===== config.mk =====
export PLATFORM = sky130hd
export DESIGN_NAME = smac_unit
export DESIGN_NICKNAME = d
export VERILOG_FILES = /design/src/rtl/smac_pkg.sv /design/src/rtl/smac_prod.sv /design/src/rtl/smac_sat.sv /design/src/rtl/smac_unit.sv
export SDC_FILE = /design/constraint.sdc
export NUM_CORES = 2
export LEC_CHECK = 0
export CORE_MARGIN = 2
export CORE_UTILIZATION = 50
export CTS_CLUSTER_DIAMETER = 100
export CTS_CLUSTER_SIZE = 28
export DETAILED_ROUTE_END_ITERATION = 16
export PLACE_DENSITY = 0.77
export SLEW_MARGIN = 0
export SYNTH_ARGS = -nofsm -noshare
export SYNTH_HDL_FRONTEND = slang
export SYNTH_SLANG_ARGS = --single-unit

===== constraint.sdc =====
create_clock -name clk -period 8.1 [get_ports clk]
set_input_delay 2.43 -clock clk [delete_from_list [all_inputs] [get_ports clk]]
set_output_delay 2.43 -clock clk [all_outputs]
set_load 0.01 [all_outputs]

===== src/rtl/smac_pkg.sv =====
package smac_pkg;
   typedef enum logic {
      OP_LONG = 1'b0,
      OP_WORD = 1'b1
   } smac_op_e;
endpackage


===== src/rtl/smac_prod.sv =====
module smac_prod #(
   parameter int W           = 32,
   parameter int N           = 16,
   parameter bit SHARED_MULT = 1'b1
) (
   input  smac_pkg::smac_op_e op_kind,
   input  logic [W-1:0]       a,
   input  logic [W-1:0]       b,
   output logic [2*W-1:0]     prod
);
   import smac_pkg::*;

   localparam int PW = 2 * W;
   localparam int NW = 2 * N;

   if (N < 2 || N > W) begin : g_bad_n
      $error("smac_prod: N must lie in 2..W");
   end

   if (SHARED_MULT) begin : g_shared
      // One W x W multiplier; narrow fields are sign-extended in front of it.
      logic signed [W-1:0]  ma;
      logic signed [W-1:0]  mb;
      logic signed [PW-1:0] p;
      always_comb begin
         if (op_kind == OP_WORD) begin
            ma = {{(W-N){a[N-1]}}, a[N-1:0]};
            mb = {{(W-N){b[N-1]}}, b[N-1:0]};
         end else begin
            ma = a;
            mb = b;
         end
      end
      assign p    = ma * mb;
      assign prod = p;
   end else begin : g_split
      // Separate full and narrow multipliers, selected afterwards.
      logic signed [W-1:0]  fa;
      logic signed [W-1:0]  fb;
      logic signed [N-1:0]  na;
      logic signed [N-1:0]  nb;
      logic signed [PW-1:0] pf;
      logic signed [NW-1:0] pn;
      assign fa = a;
      assign fb = b;
      assign na = a[N-1:0];
      assign nb = b[N-1:0];
      assign pf = fa * fb;
      assign pn = na * nb;
      assign prod = (op_kind == OP_WORD) ? {{(PW-NW){pn[NW-1]}}, pn} : pf;
   end
endmodule


===== src/rtl/smac_sat.sv =====
module smac_sat #(
   parameter int W = 32
) (
   input  smac_pkg::smac_op_e op_kind,
   input  logic               sat_en,
   input  logic [2*W-1:0]     sum,
   output logic [W-1:0]       nhi,
   output logic [W-1:0]       nlo
);
   import smac_pkg::*;

   localparam int PW = 2 * W;
   localparam int HB = W / 2;
   localparam logic [W-1:0] NEG_OR  = {{HB{1'b1}}, {(W-HB){1'b0}}};
   localparam logic [W-1:0] POS_AND = {{(W-HB+1){1'b0}}, {(HB-1){1'b1}}};
   localparam logic [W-1:0] ONE_HI  = {{(W-1){1'b0}}, 1'b1};
   localparam logic [W-1:0] MIN_LO  = {1'b1, {(W-1){1'b0}}};
   localparam logic [W-1:0] MAX_LO  = {1'b0, {(W-1){1'b1}}};

   logic word_under;
   logic word_over;

   // Outside the signed single-half range when the bits from W-1 upward
   // are not all copies of the sign.
   assign word_under = sum[PW-1] && !(&sum[PW-1:W-1]);
   assign word_over  = !sum[PW-1] && (|sum[PW-2:W-1]);

   always_comb begin
      nhi = sum[PW-1:W];
      nlo = sum[W-1:0];
      if (sat_en) begin
         if (op_kind == OP_LONG) begin
            if (sum[PW-1]) nhi = nhi | NEG_OR;
            else           nhi = nhi & POS_AND;
         end else begin
            if (word_under) begin
               nhi = ONE_HI;
               nlo = MIN_LO;
            end else if (word_over) begin
               nhi = ONE_HI;
               nlo = MAX_LO;
            end
         end
      end
   end
endmodule


===== src/rtl/smac_unit.sv =====
module smac_unit #(
   parameter int W           = 32,
   parameter int N           = 16,
   parameter bit SHARED_MULT = 1'b1
) (
   input  logic         clk,
   input  logic         rst_n,
   input  logic         op_valid,
   input  logic         op_sel,
   input  logic         sat_en,
   input  logic [W-1:0] op_a,
   input  logic [W-1:0] op_b,
   input  logic         acc_clr,
   input  logic         hi_load,
   input  logic         lo_load,
   input  logic [W-1:0] load_data,
   output logic [W-1:0] acc_hi,
   output logic [W-1:0] acc_lo
);
   import smac_pkg::*;

   localparam int PW = 2 * W;
   localparam int HB = W / 2;
   localparam logic [W-1:0] ONE_HI = {{(W-1){1'b0}}, 1'b1};
   localparam logic [W-1:0] MIN_LO = {1'b1, {(W-1){1'b0}}};
   localparam logic [W-1:0] MAX_LO = {1'b0, {(W-1){1'b1}}};

   if (W < 4 || (W % 2) != 0) begin : g_bad_w
      $error("smac_unit: W must be even and at least 4");
   end

   smac_op_e       op_kind;
   logic [PW-1:0]  prod;
   logic [PW-1:0]  sum;
   logic [W-1:0]   nhi;
   logic [W-1:0]   nlo;
   logic           any_load;

   assign op_kind  = smac_op_e'(op_sel);
   assign any_load = hi_load | lo_load;

   smac_prod #(.W(W), .N(N), .SHARED_MULT(SHARED_MULT)) u_prod (
      .op_kind (op_kind),
      .a       (op_a),
      .b       (op_b),
      .prod    (prod)
   );

   assign sum = {acc_hi, acc_lo} + prod;

   smac_sat #(.W(W)) u_sat (
      .op_kind (op_kind),
      .sat_en  (sat_en),
      .sum     (sum),
      .nhi     (nhi),
      .nlo     (nlo)
   );

   always_ff @(posedge clk or negedge rst_n) begin
      if (!rst_n) begin
         acc_hi <= '0;
         acc_lo <= '0;
      end else if (acc_clr) begin
         acc_hi <= '0;
         acc_lo <= '0;
      end else if (any_load) begin
         if (hi_load) acc_hi <= load_data;
         if (lo_load) acc_lo <= load_data;
      end else if (op_valid) begin
         acc_hi <= nhi;
         acc_lo <= nlo;
      end
   end

   AST_CLR_ZERO: assert property (@(posedge clk) disable iff (!rst_n)
      acc_clr |=> (acc_hi == '0 && acc_lo == '0));

   AST_LOAD_HI: assert property (@(posedge clk) disable iff (!rst_n)
      (!acc_clr && hi_load) |=> (acc_hi == $past(load_data)));

   AST_IDLE_HOLD: assert property (@(posedge clk) disable iff (!rst_n)
      (!acc_clr && !any_load && !op_valid) |=> ($stable(acc_hi) && $stable(acc_lo)));

   AST_LONG_SAT_SHAPE: assert property (@(posedge clk) disable iff (!rst_n)
      (!acc_clr && !any_load && op_valid && !op_sel && sat_en)
      |=> ((&acc_hi[W-1:W-HB]) || (acc_hi[W-1:HB-1] == '0)));

   AST_WORD_SAT_HI: assert property (@(posedge clk) disable iff (!rst_n)
      (!acc_clr && !any_load && op_valid && op_sel && sat_en)
      |=> (acc_hi == '0 || acc_hi == '1 || acc_hi == ONE_HI));

   AST_WORD_SAT_LO: assert property (@(posedge clk) disable iff (!rst_n)
      (!acc_clr && !any_load && op_valid && op_sel && sat_en)
      |=> (acc_hi != ONE_HI || acc_lo == MIN_LO || acc_lo == MAX_LO));
endmodule


==> flow_summary.rst <==
.. list-table::
   :header-rows: 1

   * - Metric
     - Value
   * - Floorplan die width
     - 302.8 µm
   * - Starting Density
     - 50.52%
   * - Post-synth top flop
     - sky130_fd_sc_hd__dfrtp_1
   * - Final core utilization
     - 64.59%
   * - Maximum fanout count along the critical path
     - 21
   * - DP Worst Slack
     - -4.440 ns
   * - Path class of the lowest-slack min-delay path
     - flip-flop to flip-flop
   * - Met2 usage in global routing
     - 54.52%
   * - Post-synthesis compound-gate area fraction
     - 7.183%
   * - Die Height
     - 302.8 µm
   * - Count of boundary I/O pins
     - 168
   * - Clock tree from TritonCTS
     - done
   * - Worst R2R Setup Slack
     - -0.75 ns
   * - Count of endpoints failing hold in the final timing report
     - 0
   * - Endpoint of the worst-slack reg-to-reg timing path
     - acc_lo[27]
   * - Worst-Margin Slew
     - 1.438 ns
   * - Final wirelength
     - 153200 µm
   * - Shortest clock period the worst path allows after layout
     - 11.46 ns
   * - Hold buffer count at CTS
     - 0
   * - Number of fill cells in the layout
     - 6632
   * - Layer carrying the most global-route usage
     - met2
   * - Final TNS setup
     - -205.34 ns
   * - Flip-flop and latch count after synthesis
     - 64
   * - Antenna viol nets, final
     - 0
   * - Syn_area_per_cell
     - 9.065 µm²
   * - DP HPWL
     - 127600 µm
   * - Cell count after synthesis
     - 4925
   * - Crit path required time
     - 8.32 ns
   * - End point of the critical path
     - acc_lo[27]
   * - Synth unique cells
     - 84
   * - Kind of critical path
     - primary input to flip-flop
   * - Overall fraction of global-route tracks in use
     - 33.58%
   * - Final instance area
     - 0.05708 mm²
   * - Clock sink count
     - 64
   * - Routability congestion estimate
     - 1.016
   * - Placement Rows
     - 109
   * - Worst Clk Skew
     - 0.01132 ns
   * - Critical Path AT
     - 11.67 ns
   * - Slowest cell on crit path
     - sky130_fd_sc_hd__fa_2
   * - Max clock buf depth
     - 2
   * - Footprint of the multi-input gates
     - 0.03943 mm²
   * - Fin nets
     - 7215
   * - Layout cells sized above 1
     - 22.06%
   * - Area of the placeable core
     - 0.08837 mm²
   * - Count of final setup violators
     - 64
   * - Parity-gate share of the synthesized area counting xor and xnor cells
     - 1.354%
   * - Slew margin rel.
     - 3.794%
   * - Area share of fa/ha/maj cells after synthesis
     - 60.37%
   * - Startpoint of the most critical setup path
     - op_sel
   * - Met3 capacity usage during global routing
     - 6.853%
   * - Post-Synthesis Net Count
     - 6457
   * - Period Utilization, post-route
     - 141.4%
   * - Final Max Slew Viols
     - 0
   * - First DRT Iteration DRCs
     - 3527
   * - Startpoint types
     - primary input
   * - Remaining DRCs
     - 0
   * - Total die area
     - 0.09169 mm²
   * - DR WL/cell
     - 22.34 µm
   * - Pin count of the biggest net entering global routing
     - 65
   * - Multiplexer area fraction after synthesis
     - 0.2102%
   * - Start of the worst register-to-register path
     - acc_lo[23]
   * - Clk_lat worst skew
     - 0.35 ns
   * - First-pass GRT wire length
     - 234200 µm
   * - Crit path capture type
     - flip-flop
   * - Met1 Use GR
     - 44.60%
   * - Fraction of the yosys area taken by sequential cells
     - 3.587%
   * - Area growth syn-to-layout
     - 27.86%
   * - Post-DR vias/cell
     - 5.566
   * - Via count
     - 38160
   * - Status
     - finished with violations
   * - Worst setup margin
     - -3.355 ns
   * - Number of global-route vias before repair
     - 41050
   * - Failing checks
     - setup timing
   * - Max Fclk
     - 87.30 MHz
   * - Area share of and/or/nand/nor cells after synthesis
     - 14.73%
   * - Root Buffer Master
     - sky130_fd_sc_hd__clkbuf_16
   * - Number of enable flip-flop cells after synthesis
     - 0
   * - Dominant combinational cell family by area after synthesis
     - adder cells
   * - Synth Cell Area
     - 0.04464 mm²
   * - Most common library cell in the layout ignoring fill and taps
     - sky130_fd_sc_hd__inv_1
   * - Count of buffers from port buffering
     - 167
   * - Post-synthesis async set-or-reset flop share
     - 100.0%
   * - Number of cell instances on the worst register-to-register path
     - 29
   * - Maximum Capacitance Violations
     - 0
   * - Most used cells in the layout excluding fill and tap cells
     - 1196 x sky130_fd_sc_hd__inv_1, 1145 x sky130_fd_sc_hd__fa_1, 681 x sky130_fd_sc_hd__buf_4
   * - Post-Place Cell Area
     - 0.05337 mm²
   * - Count of H-tree levels built during CTS
     - 3
   * - Number of clock buffers inserted by TritonCTS
     - 9
   * - Unrepaired setup endpoints after global routing
     - true
   * - Storage element area
     - 0.001602 mm²
   * - Number of warnings printed during yosys synthesis
     - 0
   * - CP most frequent cell
     - sky130_fd_sc_hd__fa_1
   * - Final global-route overflow total
     - 0
   * - Clk slew on worst S/H paths
     - 0.07 ns
   * - Initial antenna violation count
     - 2
   * - Max incr delay on CP
     - 0.57 ns
   * - Number of detailed-route iterations in the first pass
     - 6
-- kinds of logic (layout without fill, tap and decap cells) --
logic type / after synthesis / in the layout
xor+xnor: 69 / 69
mux: 9 / 9
compound gates: 472 / 473
flops: 64 / 64
fa+ha+maj: 1428 / 1428
simple gates: 1398 / 1400
buf+inv: 1485 / 2245
other cells: 0 / 3
-- flip-flops by register name, summed over array words and instances, names as in the netlist --
signal  count
acc_hi     32
acc_lo     32
-- synthesized netlist by cell type, types with 6 or more instances --
| cell type | n | area, µm² |
|---|---|---|
| sky130_fd_sc_hd__xor2_1 | 23 | 201.4 |
| sky130_fd_sc_hd__a21o_1 | 50 | 375.4 |
| sky130_fd_sc_hd__buf_2 | 13 | 65.06 |
| sky130_fd_sc_hd__a21oi_2 | 8 | 70.07 |
| sky130_fd_sc_hd__nor2_1 | 218 | 818.3 |
| sky130_fd_sc_hd__nand2b_1 | 9 | 56.30 |
| sky130_fd_sc_hd__dfrtp_1 | 64 | 1602 |
| sky130_fd_sc_hd__nand3_1 | 15 | 75.07 |
| sky130_fd_sc_hd__a211o_1 | 6 | 52.55 |
| sky130_fd_sc_hd__nand2_1 | 658 | 2470 |
| sky130_fd_sc_hd__nor2b_1 | 8 | 50.05 |
| sky130_fd_sc_hd__inv_1 | 1232 | 4624 |
| sky130_fd_sc_hd__a31oi_1 | 20 | 125.1 |
| sky130_fd_sc_hd__o21a_1 | 8 | 60.06 |
| sky130_fd_sc_hd__o2111ai_1 | 12 | 105.1 |
| sky130_fd_sc_hd__a211oi_1 | 25 | 187.7 |
| sky130_fd_sc_hd__xnor2_1 | 46 | 402.9 |
| sky130_fd_sc_hd__fa_1 | 1210 | 24220 |
| sky130_fd_sc_hd__clkbuf_1 | 231 | 867.1 |
| sky130_fd_sc_hd__o31ai_4 | 7 | 148.9 |
| sky130_fd_sc_hd__o21ai_1 | 6 | 30.03 |
| sky130_fd_sc_hd__a32oi_1 | 8 | 70.07 |
| sky130_fd_sc_hd__o211ai_1 | 20 | 150.1 |
| sky130_fd_sc_hd__nor3_1 | 33 | 165.2 |
| sky130_fd_sc_hd__and2_1 | 370 | 2315 |
| sky130_fd_sc_hd__o21ai_0 | 69 | 345.3 |
| sky130_fd_sc_hd__and3_1 | 11 | 68.82 |
| sky130_fd_sc_hd__or3_1 | 9 | 56.30 |
| sky130_fd_sc_hd__a21oi_1 | 155 | 775.7 |
| sky130_fd_sc_hd__mux2i_1 | 6 | 60.06 |
| sky130_fd_sc_hd__nor4_1 | 7 | 43.79 |
| sky130_fd_sc_hd__ha_1 | 218 | 2728 |
| sky130_fd_sc_hd__nand4_1 | 29 | 181.4 |
| sky130_fd_sc_hd__a22oi_1 | 23 | 172.7 |
-- critical path, delay by kind of cell --
| family | cells | cell delay, ns |
|---|---|---|
| and+or+nand+nor | 7 | 1.47 |
| buffers and inverters | 13 | 1.64 |
| adders and majority gates | 9 | 4.50 |
| AOI/OAI and AO/OA | 7 | 1.39 |
| muxes | 1 | 0.22 |
-- final cells by class --
cell class	count	area share (%)
diodes	3	0.01315
clock buffers	9	0.3946
clock inverters	7	0.2192
inverters	1234	8.163
multi-input cells	3379	69.08
flip-flops and latches	64	2.806
well taps	1165	2.554
repair buffers	995	16.77
-- stage by stage --
| step | instances | hold slack (ns) |
|---|---|---|
| 2_1_floorplan | 4925 | 0.5430 |
| 3_3_place_gp | 6711 | 0.5731 |
| 3_5_place_dp | 6711 | 0.5968 |
| 4_1_cts | 6792 | 0.6135 |
| 5_1_grt | 6854 | 0.6360 |
| 6_report | 6856 | 0.6156 |
-- worst min path at each step --
stage	start	cells after the start	endpoint
floorplan	acc_lo[6]	2	acc_lo[6]
global placement	acc_lo[6]	2	acc_lo[6]
detailed placement	acc_lo[6]	2	acc_lo[6]
CTS	acc_lo[6]	2	acc_lo[6]
global route	acc_lo[6]	2	acc_lo[6]
finish	acc_lo[6]	2	acc_lo[6]
-- per-layer routing --
metal / wire (µm) / part of all wire (%) / vias to the layer above
met2: 72430 / 47 / 2270
met4: 9013 / 5.9 / 0
met1: 56320 / 37 / 19430
met3: 15400 / 10 / 469
met5: 0 / 0 / -
li1: - / - / 16000
-- repair_timing --
item	CTS	global route
pin swaps	88	160
gates resized for setup	201	301
gates cloned	8	14
endpoints found under the setup margin	64	64
buffers inserted	57	52
Power is not shown: default switching activity piles up to over one toggle a cycle in this logic, so the estimate is an artifact.
